### src/rtl/id_serial_pkg.sv
package id_serial_pkg;
  // Number of bits needed to hold state numbers 0 .. n-1.
  function automatic int unsigned num_bits(input int unsigned n);
    return (n < 2) ? 1 : $clog2(n);
  endfunction
endpackage

### src/rtl/idsr_sync.sv
module idsr_sync #(
  parameter int unsigned STAGES = 1
) (
  input  logic clk,
  input  logic rst,
  input  logic d_async,
  output logic q_sync
);
  logic [STAGES-1:0] chain;

  generate
    for (genvar g = 0; g < STAGES; g++) begin : g_stage
      if (g == 0) begin : g_first
        always_ff @(posedge clk) begin
          if (rst) chain[0] <= 1'b0;
          else     chain[0] <= d_async;
        end
      end else begin : g_next
        always_ff @(posedge clk) begin
          if (rst) chain[g] <= 1'b0;
          else     chain[g] <= chain[g-1];
        end
      end
    end
  endgenerate

  assign q_sync = chain[STAGES-1];

  // a cleared chain reads 0 on the cycle after reset
  p_sync_clear_r1: assert property (@(posedge clk) rst |=> (q_sync == 1'b0));
endmodule

### src/rtl/idsr_seq.sv
module idsr_seq #(
  parameter int unsigned ID_BITS = 4,
  parameter int unsigned SW      = 3
) (
  input  logic          clk,
  input  logic          rst,
  input  logic          req_sync,
  output logic [SW-1:0] state_q,
  output logic [SW-1:0] state_nx
);
  localparam logic [SW-1:0] ST_IDLE  = '0;
  localparam logic [SW-1:0] ST_FIRST = SW'(1);
  localparam logic [SW-1:0] ST_LAST  = SW'(ID_BITS);

  always_comb begin
    state_nx = ST_IDLE;
    if (state_q == ST_IDLE) begin
      state_nx = req_sync ? ST_FIRST : ST_IDLE;
    end else if (state_q < ST_LAST) begin
      state_nx = state_q + SW'(1);
    end
  end

  always_ff @(posedge clk) begin
    if (rst) state_q <= ST_IDLE;
    else     state_q <= state_nx;
  end

  // idle holds while no request is seen
  p_idle_hold_r2: assert property (@(posedge clk) disable iff (rst)
    (state_q == ST_IDLE && !req_sync) |=> (state_q == ST_IDLE));
  // a seen request starts the word on the next edge
  p_start_r3: assert property (@(posedge clk) disable iff (rst)
    (state_q == ST_IDLE && req_sync) |=> (state_q == ST_FIRST));
  // mid-word states advance by one regardless of the request
  p_advance_r6: assert property (@(posedge clk) disable iff (rst)
    (state_q != ST_IDLE && state_q < ST_LAST) |=> (state_q == $past(state_q) + SW'(1)));
  // the last bit state is followed by idle
  p_return_r5: assert property (@(posedge clk) disable iff (rst)
    (state_q == ST_LAST) |=> (state_q == ST_IDLE));
  // no state number beyond the last bit is ever held
  p_legal_r4: assert property (@(posedge clk) disable iff (rst)
    state_q <= ST_LAST);
endmodule

### src/rtl/idsr_out.sv
module idsr_out #(
  parameter int unsigned       ID_BITS    = 4,
  parameter logic [ID_BITS-1:0] ID_PATTERN = 4'b1101,
  parameter int unsigned       SW         = 3
) (
  input  logic          clk,
  input  logic          rst,
  input  logic [SW-1:0] state_nx,
  output logic          bit_q
);
  logic bit_d;

  // State k (1..ID_BITS) sends pattern bit ID_BITS-k, most significant first.
  always_comb begin
    bit_d = 1'b0;
    for (int k = 1; k <= int'(ID_BITS); k++) begin
      if (state_nx == SW'(k)) bit_d = ID_PATTERN[int'(ID_BITS) - k];
    end
  end

  always_ff @(posedge clk) begin
    if (rst) bit_q <= 1'b0;
    else     bit_q <= bit_d;
  end
endmodule

### src/rtl/id_serial_responder.sv
module id_serial_responder #(
  parameter int unsigned        ID_BITS     = 4,
  parameter logic [ID_BITS-1:0] ID_PATTERN  = 4'b1101,
  parameter int unsigned        SYNC_STAGES = 1
) (
  input  logic clk,
  input  logic rst,
  input  logic req_async,
  output logic id_serial
);
  import id_serial_pkg::*;

  localparam int unsigned SW = num_bits(ID_BITS + 1);

  logic          req_sync;
  logic [SW-1:0] state_q;
  logic [SW-1:0] state_nx;

  idsr_sync #(.STAGES(SYNC_STAGES)) u_sync (
    .clk     (clk),
    .rst     (rst),
    .d_async (req_async),
    .q_sync  (req_sync)
  );

  idsr_seq #(.ID_BITS(ID_BITS), .SW(SW)) u_seq (
    .clk      (clk),
    .rst      (rst),
    .req_sync (req_sync),
    .state_q  (state_q),
    .state_nx (state_nx)
  );

  idsr_out #(.ID_BITS(ID_BITS), .ID_PATTERN(ID_PATTERN), .SW(SW)) u_out (
    .clk      (clk),
    .rst      (rst),
    .state_nx (state_nx),
    .bit_q    (id_serial)
  );

  // reset drives the output low on the following cycle
  p_reset_out_r1: assert property (@(posedge clk) rst |=> (id_serial == 1'b0));
  // output is low whenever the sequencer is idle
  p_idle_low_r5: assert property (@(posedge clk) disable iff (rst)
    (state_q == '0) |-> (id_serial == 1'b0));
endmodule

### config.mk
export PLATFORM = sky130hd
export DESIGN_NAME = id_serial_responder
export DESIGN_NICKNAME = d
export VERILOG_FILES = /design/src/rtl/id_serial_pkg.sv /design/src/rtl/idsr_sync.sv /design/src/rtl/idsr_seq.sv /design/src/rtl/idsr_out.sv /design/src/rtl/id_serial_responder.sv
export SDC_FILE = /design/constraint.sdc
export NUM_CORES = 1
export LEC_CHECK = 0
export ABC_AREA = 1
export BUFFER_PORTS_ARGS = -buffer_cell sky130_fd_sc_hd__buf_4
export CORE_AREA = 4 4 41 43
export DETAILED_ROUTE_END_ITERATION = 16
export DIE_AREA = 0 0 45 47
export SETUP_SLACK_MARGIN = 0.5
export SYNTH_ARGS = -nofsm -noshare
export SYNTH_HDL_FRONTEND = slang
export SYNTH_SLANG_ARGS = --single-unit
export TNS_END_PERCENT = 5
### constraint.sdc
create_clock -name clk -period 2.2 [get_ports clk]
set_input_delay 0 -clock clk [delete_from_list [all_inputs] [get_ports clk]]
set_output_delay 0 -clock clk [all_outputs]
set_load 0.01 [all_outputs]
Word-level counts from Yosys, hierarchy flattened

Cells that the tools add are included.

Register bits after elaboration: 5
Input port bits: 3
Output and inout bits: 1
Word-level logic and storage cells: 17

$add $sub $neg: 1
Order comparisons: 1
Eq/ne operators: 4
Muxes and demuxes: 7
Reduce and logical (&&, ||, !) cells: 1

Operators by type and width:

| operator              | count |
|---|---|
| $eq A3 B2 Y1 const B  | 2 |
| $mux W3               | 2 |
| $mux W1               | 5 |
| $add A3 B1 Y3 const B | 1 |
| $eq A3 B1 Y1 const B  | 1 |
| $eq A3 B3 Y1 const B  | 1 |
| $logic_not A3 Y1      | 1 |
| $lt A3 B3 Y1 const B  | 1 |

Depth between registers and ports, before layout

Depth in word-level cells: 8
Mapped depth: 10
Depth with buffers taken out: 10

Cells and area by module

From an unflattened synthesis, not the netlist that was laid out.

Cells, all modules: 34
Area, all modules: 256.5 sq um

Modules (own cells, without submodules):

| module    | times used | cells an instance | area an instance (sq um) | sequential area each (sq um) |
|---|---|---|---|---|
| idsr_seq  | 1          | 22                | 167.7                    | 60.1 |
| idsr_out  | 1          | 9                 | 58.8                     | 20.0 |
| idsr_sync | 1          | 3                 | 30.0                     | 20.0 |

Least setup slack after synthesis

Ideal clock, no wire load.

Path type: register -> register
Start: register u_seq.state_q[0]
End: register u_out.bit_q
Library setup time: 110 ps
Data arrival time: 1,028 ps
Required time: 2,090 ps
Path slack: 1,062 ps
Stages on the path, launching flop included: 11
Path buffers: 0
Period minus slack after synthesis: 1,138 ps
Cells stage by stage: dfxtp_1 > inv_1 > ha_1 > inv_2 > nand2_1 > nor2_1 > nand2_1 > nand2_1 > nand2_1 > inv_1 > nor2_1

Word-level cells in the longest chain between the ends: 8
Elaborated cells on any way between the ends: 13
Those cells by class: add/sub (1); order compare (1); eq/ne (4); mux (6); reduce/logical (1)

RTL lines:

| what                                                 | RTL line                       | RTL |
|---|---|---|
| from (decl)                                          | idsr_seq.sv:8                  | `output logic [SW-1:0] state_q,` |
| from (signal assigned)                               | idsr_seq.sv:26                 | `else state_q <= state_nx;` |
| $add A3 B1 Y3 / $lt A3 B3 Y1 (equally long branches) | idsr_seq.sv:20, idsr_seq.sv:19 |  |
| $mux W3                                              | idsr_seq.sv:19                 | `end else if (state_q < ST_LAST) begin` |
| $mux W3 (*)                                          | idsr_seq.sv:17                 | `if (state_q == ST_IDLE) begin` |
| $eq A3 B1 Y1                                         | idsr_out.sv:17                 | `if (state_nx == SW'(k)) bit_d = ID_PATTERN[int'(ID_BITS) - k];` |
| $mux W1 (3 in a row)                                 | idsr_out.sv:17                 |  |
| $mux W1 (*)                                          | idsr_out.sv:17                 |  |
| to (signal assigned)                                 | idsr_out.sv:23                 | `else bit_q <= bit_d;` |
| to (decl)                                            | idsr_out.sv:9                  | `output logic bit_q` |

Every way passes the cells marked *; elsewhere a longest branch is shown, timed or not.
A chain may end at the register's enable or synchronous reset.

Worst setup path after layout

Ends and elaborated chain as after synthesis.

==> out/metrics.yaml <==
cts:
  cts.reportedPaths.clkPinSlew_ns: 0.04
  cts_buffers: 3
  clockBufferDepth: 2
  clock_latency_ns: 0.23
  post_cts_buffers: 0
  root_buffer: "clkbuf_4"
  cts_resized: 0
  cts_max_level: 1
  cts_tree: "yes"
  cts.sinks: 5
routing:
  drcViolationCount: 0
  vias: 226
  via_per_inst: 3.83
  antenna_left: 0
  dr.pass1.iters: 2
  wl_per_cell_um: 6.88
  dr.first_iter.drc_count: 2
  wirelength_um: 406
die:
  die_h_um: 47
  io_pins: 4
  dieArea_um2: 2120
  num_rows: 13
  core_um2: 1300
  initial_utilization: 0.188
  die_w_um: 45
critical_path:
  r2r-end: "u_out.bit_q"
  rr_startpoint: "u_seq.state_q[0]"
  worstPathArrival_ns: 1.35
  start_kind: "flip-flop"
  critPathLaunch: "u_seq.state_q[0]"
  cp.required_ns: 2.33
  path_class: "reg -> reg"
  crit_fanout: 4
  critPathCaptureType: "flip-flop"
  r2r_slack_ns: 0.98
  setup.worst_path.end: "u_out.bit_q"
  worst_r2r_path_depth: 10
yosys:
  ys_warn_count: 0
  synthesis.area_um2: 244
  ys_seq_area_frac: 0.410
  ys_seq_elements: 5
  syn-num-nets: 40
  postSynthCellCount: 35
  ys_types: 10
  syn_area_per_cell_um2: 6.97
grt:
  grt_overflow: 0
  grt_first_pass_wirelength_um: 800
  grt_max_degree: 6
  antenna_found_initial: 0
  grt_pass1_vias: 233
  grtUsageTotal: 0.0569
power_and_ir_drop:
  p_leak_nw: 0.181
  power_density_nw_per_um2: 704
  vdd_drop_max_v: 0.000276
final_layout:
  diodes: 0
  final_cell_mix: "8 x nand2_1, 7 x inv_1, 6 x nor2_1"
  drive_gt1_frac: 0.205
  nets: 50
  area_growth_syn_to_layout_pct: 35.9
  layout_commonest_cell: "nand2_1"
  fin_util: 0.255
  finalInstanceArea_um2: 332
sta:
  setup_slack_ns: 0.979
  slew_headroom: 0.885
  worstMarginPinSlew_ns: 0.171
  totalNegativeSetupSlack_ns: 0
  setup_viol: 0
  hold_viol: 0
  period_needed_ns: 1.22
  post-route-period-util: 0.555
  fmax_ghz: 0.819
  clock_skew_ns: 0.000786
  maxSlewViolCount: 0
  rsz0062_at_grt: "no"
  hold-worst-slack_ns: 0.507
placement:
  io_buffers: 3
  gp_congestion: 0.793
  place_area_um2: 285
  post-place-ws_ns: 0.976
  hpwl_um: 316
run_status:
  status: "finished clean"
flow_run:
  maxCapViolCount: 0
hold_path:
  hold_path_class: "in -> reg"
-- flip-flops by register name, summed over array words and instances, names as in the netlist --
| register | cells |
|---|---|
| u_seq.state_q | 3 |
| u_out.bit_q | 1 |
| u_sync.q_sync | 1 |
-- metrics by stage --
step	power [mW]	std cells
after detailed placement	0.131	53
final	0.233	59
after global routing	0.254	59
after floorplan	0.121	35
after CTS	0.241	59
after global placement	0.130	53
-- final cells by class --
type	count	area [um^2]
well taps	15	18.8
multi-input cells	22	114
flip-flops and latches	5	100
inverters	8	30.0
clock buffers	4	26.3
fillers	155	970
repair buffers	5	42.5
-- worst min path at each step --
stage          slack [ns]               end  cells after the start  startpoint
2_1_floorplan        0.07     u_sync.q_sync                      1         rst
6_report             0.51     u_sync.q_sync                      4   req_async
3_3_place_gp         0.20     u_sync.q_sync                      2         rst
4_1_cts              0.50     u_sync.q_sync                      4   req_async
3_5_place_dp         0.21     u_sync.q_sync                      2         rst
5_1_grt              0.53  u_seq.state_q[2]                      3         rst
-- kinds of logic after synthesis --
logic type / after synthesis / synth area share
simple gates: 19 / 0.344
flops: 5 / 0.410
fa+ha+maj: 2 / 0.103
buf+inv: 8 / 0.123
compound gates: 1 / 0.0205
-- worst max-delay path: stages, from the launching register on --
cell and delay, ns:
dfxtp_1 0.37, inv_1 0.06, ha_1 0.24, inv_2 0.10, nand2_1 0.05, nor2_1 0.08, nand2_1 0.05, nand2_1 0.06
nand2_1 0.05, inv_1 0.04, nor2_1 0.03
-- cells in the mapped netlist --
cell type  n  share of area
o21ai_0    1          0.020
inv_2      1          0.015
nand3_1    3          0.062
nand2_2    1          0.026
inv_1      7           0.11
ha_1       2           0.10
nor2_1     6          0.092
nand2_1    8           0.12
dfxtp_1    5           0.41
nand3_2    1          0.041
-- report_power, final --
part	switching [mW]	internal [mW]	total (mW)	leakage (nW)
combinational	0.0180	0.0155	0.0335	0.125
clock	0.0330	0.0683	0.101	0.0150
sequential	0.00270	0.0960	0.0987	0.0411
total	0.0536	0.180	0.233	0.181
-- timing repair --
action                                 in CTS  in global routing
setup endpoints to repair                   0                  0
hold buffers                                2                  0
endpoints found under the hold margin       4                  0
-- layer usage --
metal  GRT usage  routed length [um]
met5           0                   0
met4      0.0760                   5
met3      0.0268                   9
met2      0.0904                 218
met1      0.0456                 173
No activity file was read; power rests on OpenSTA's default activity.
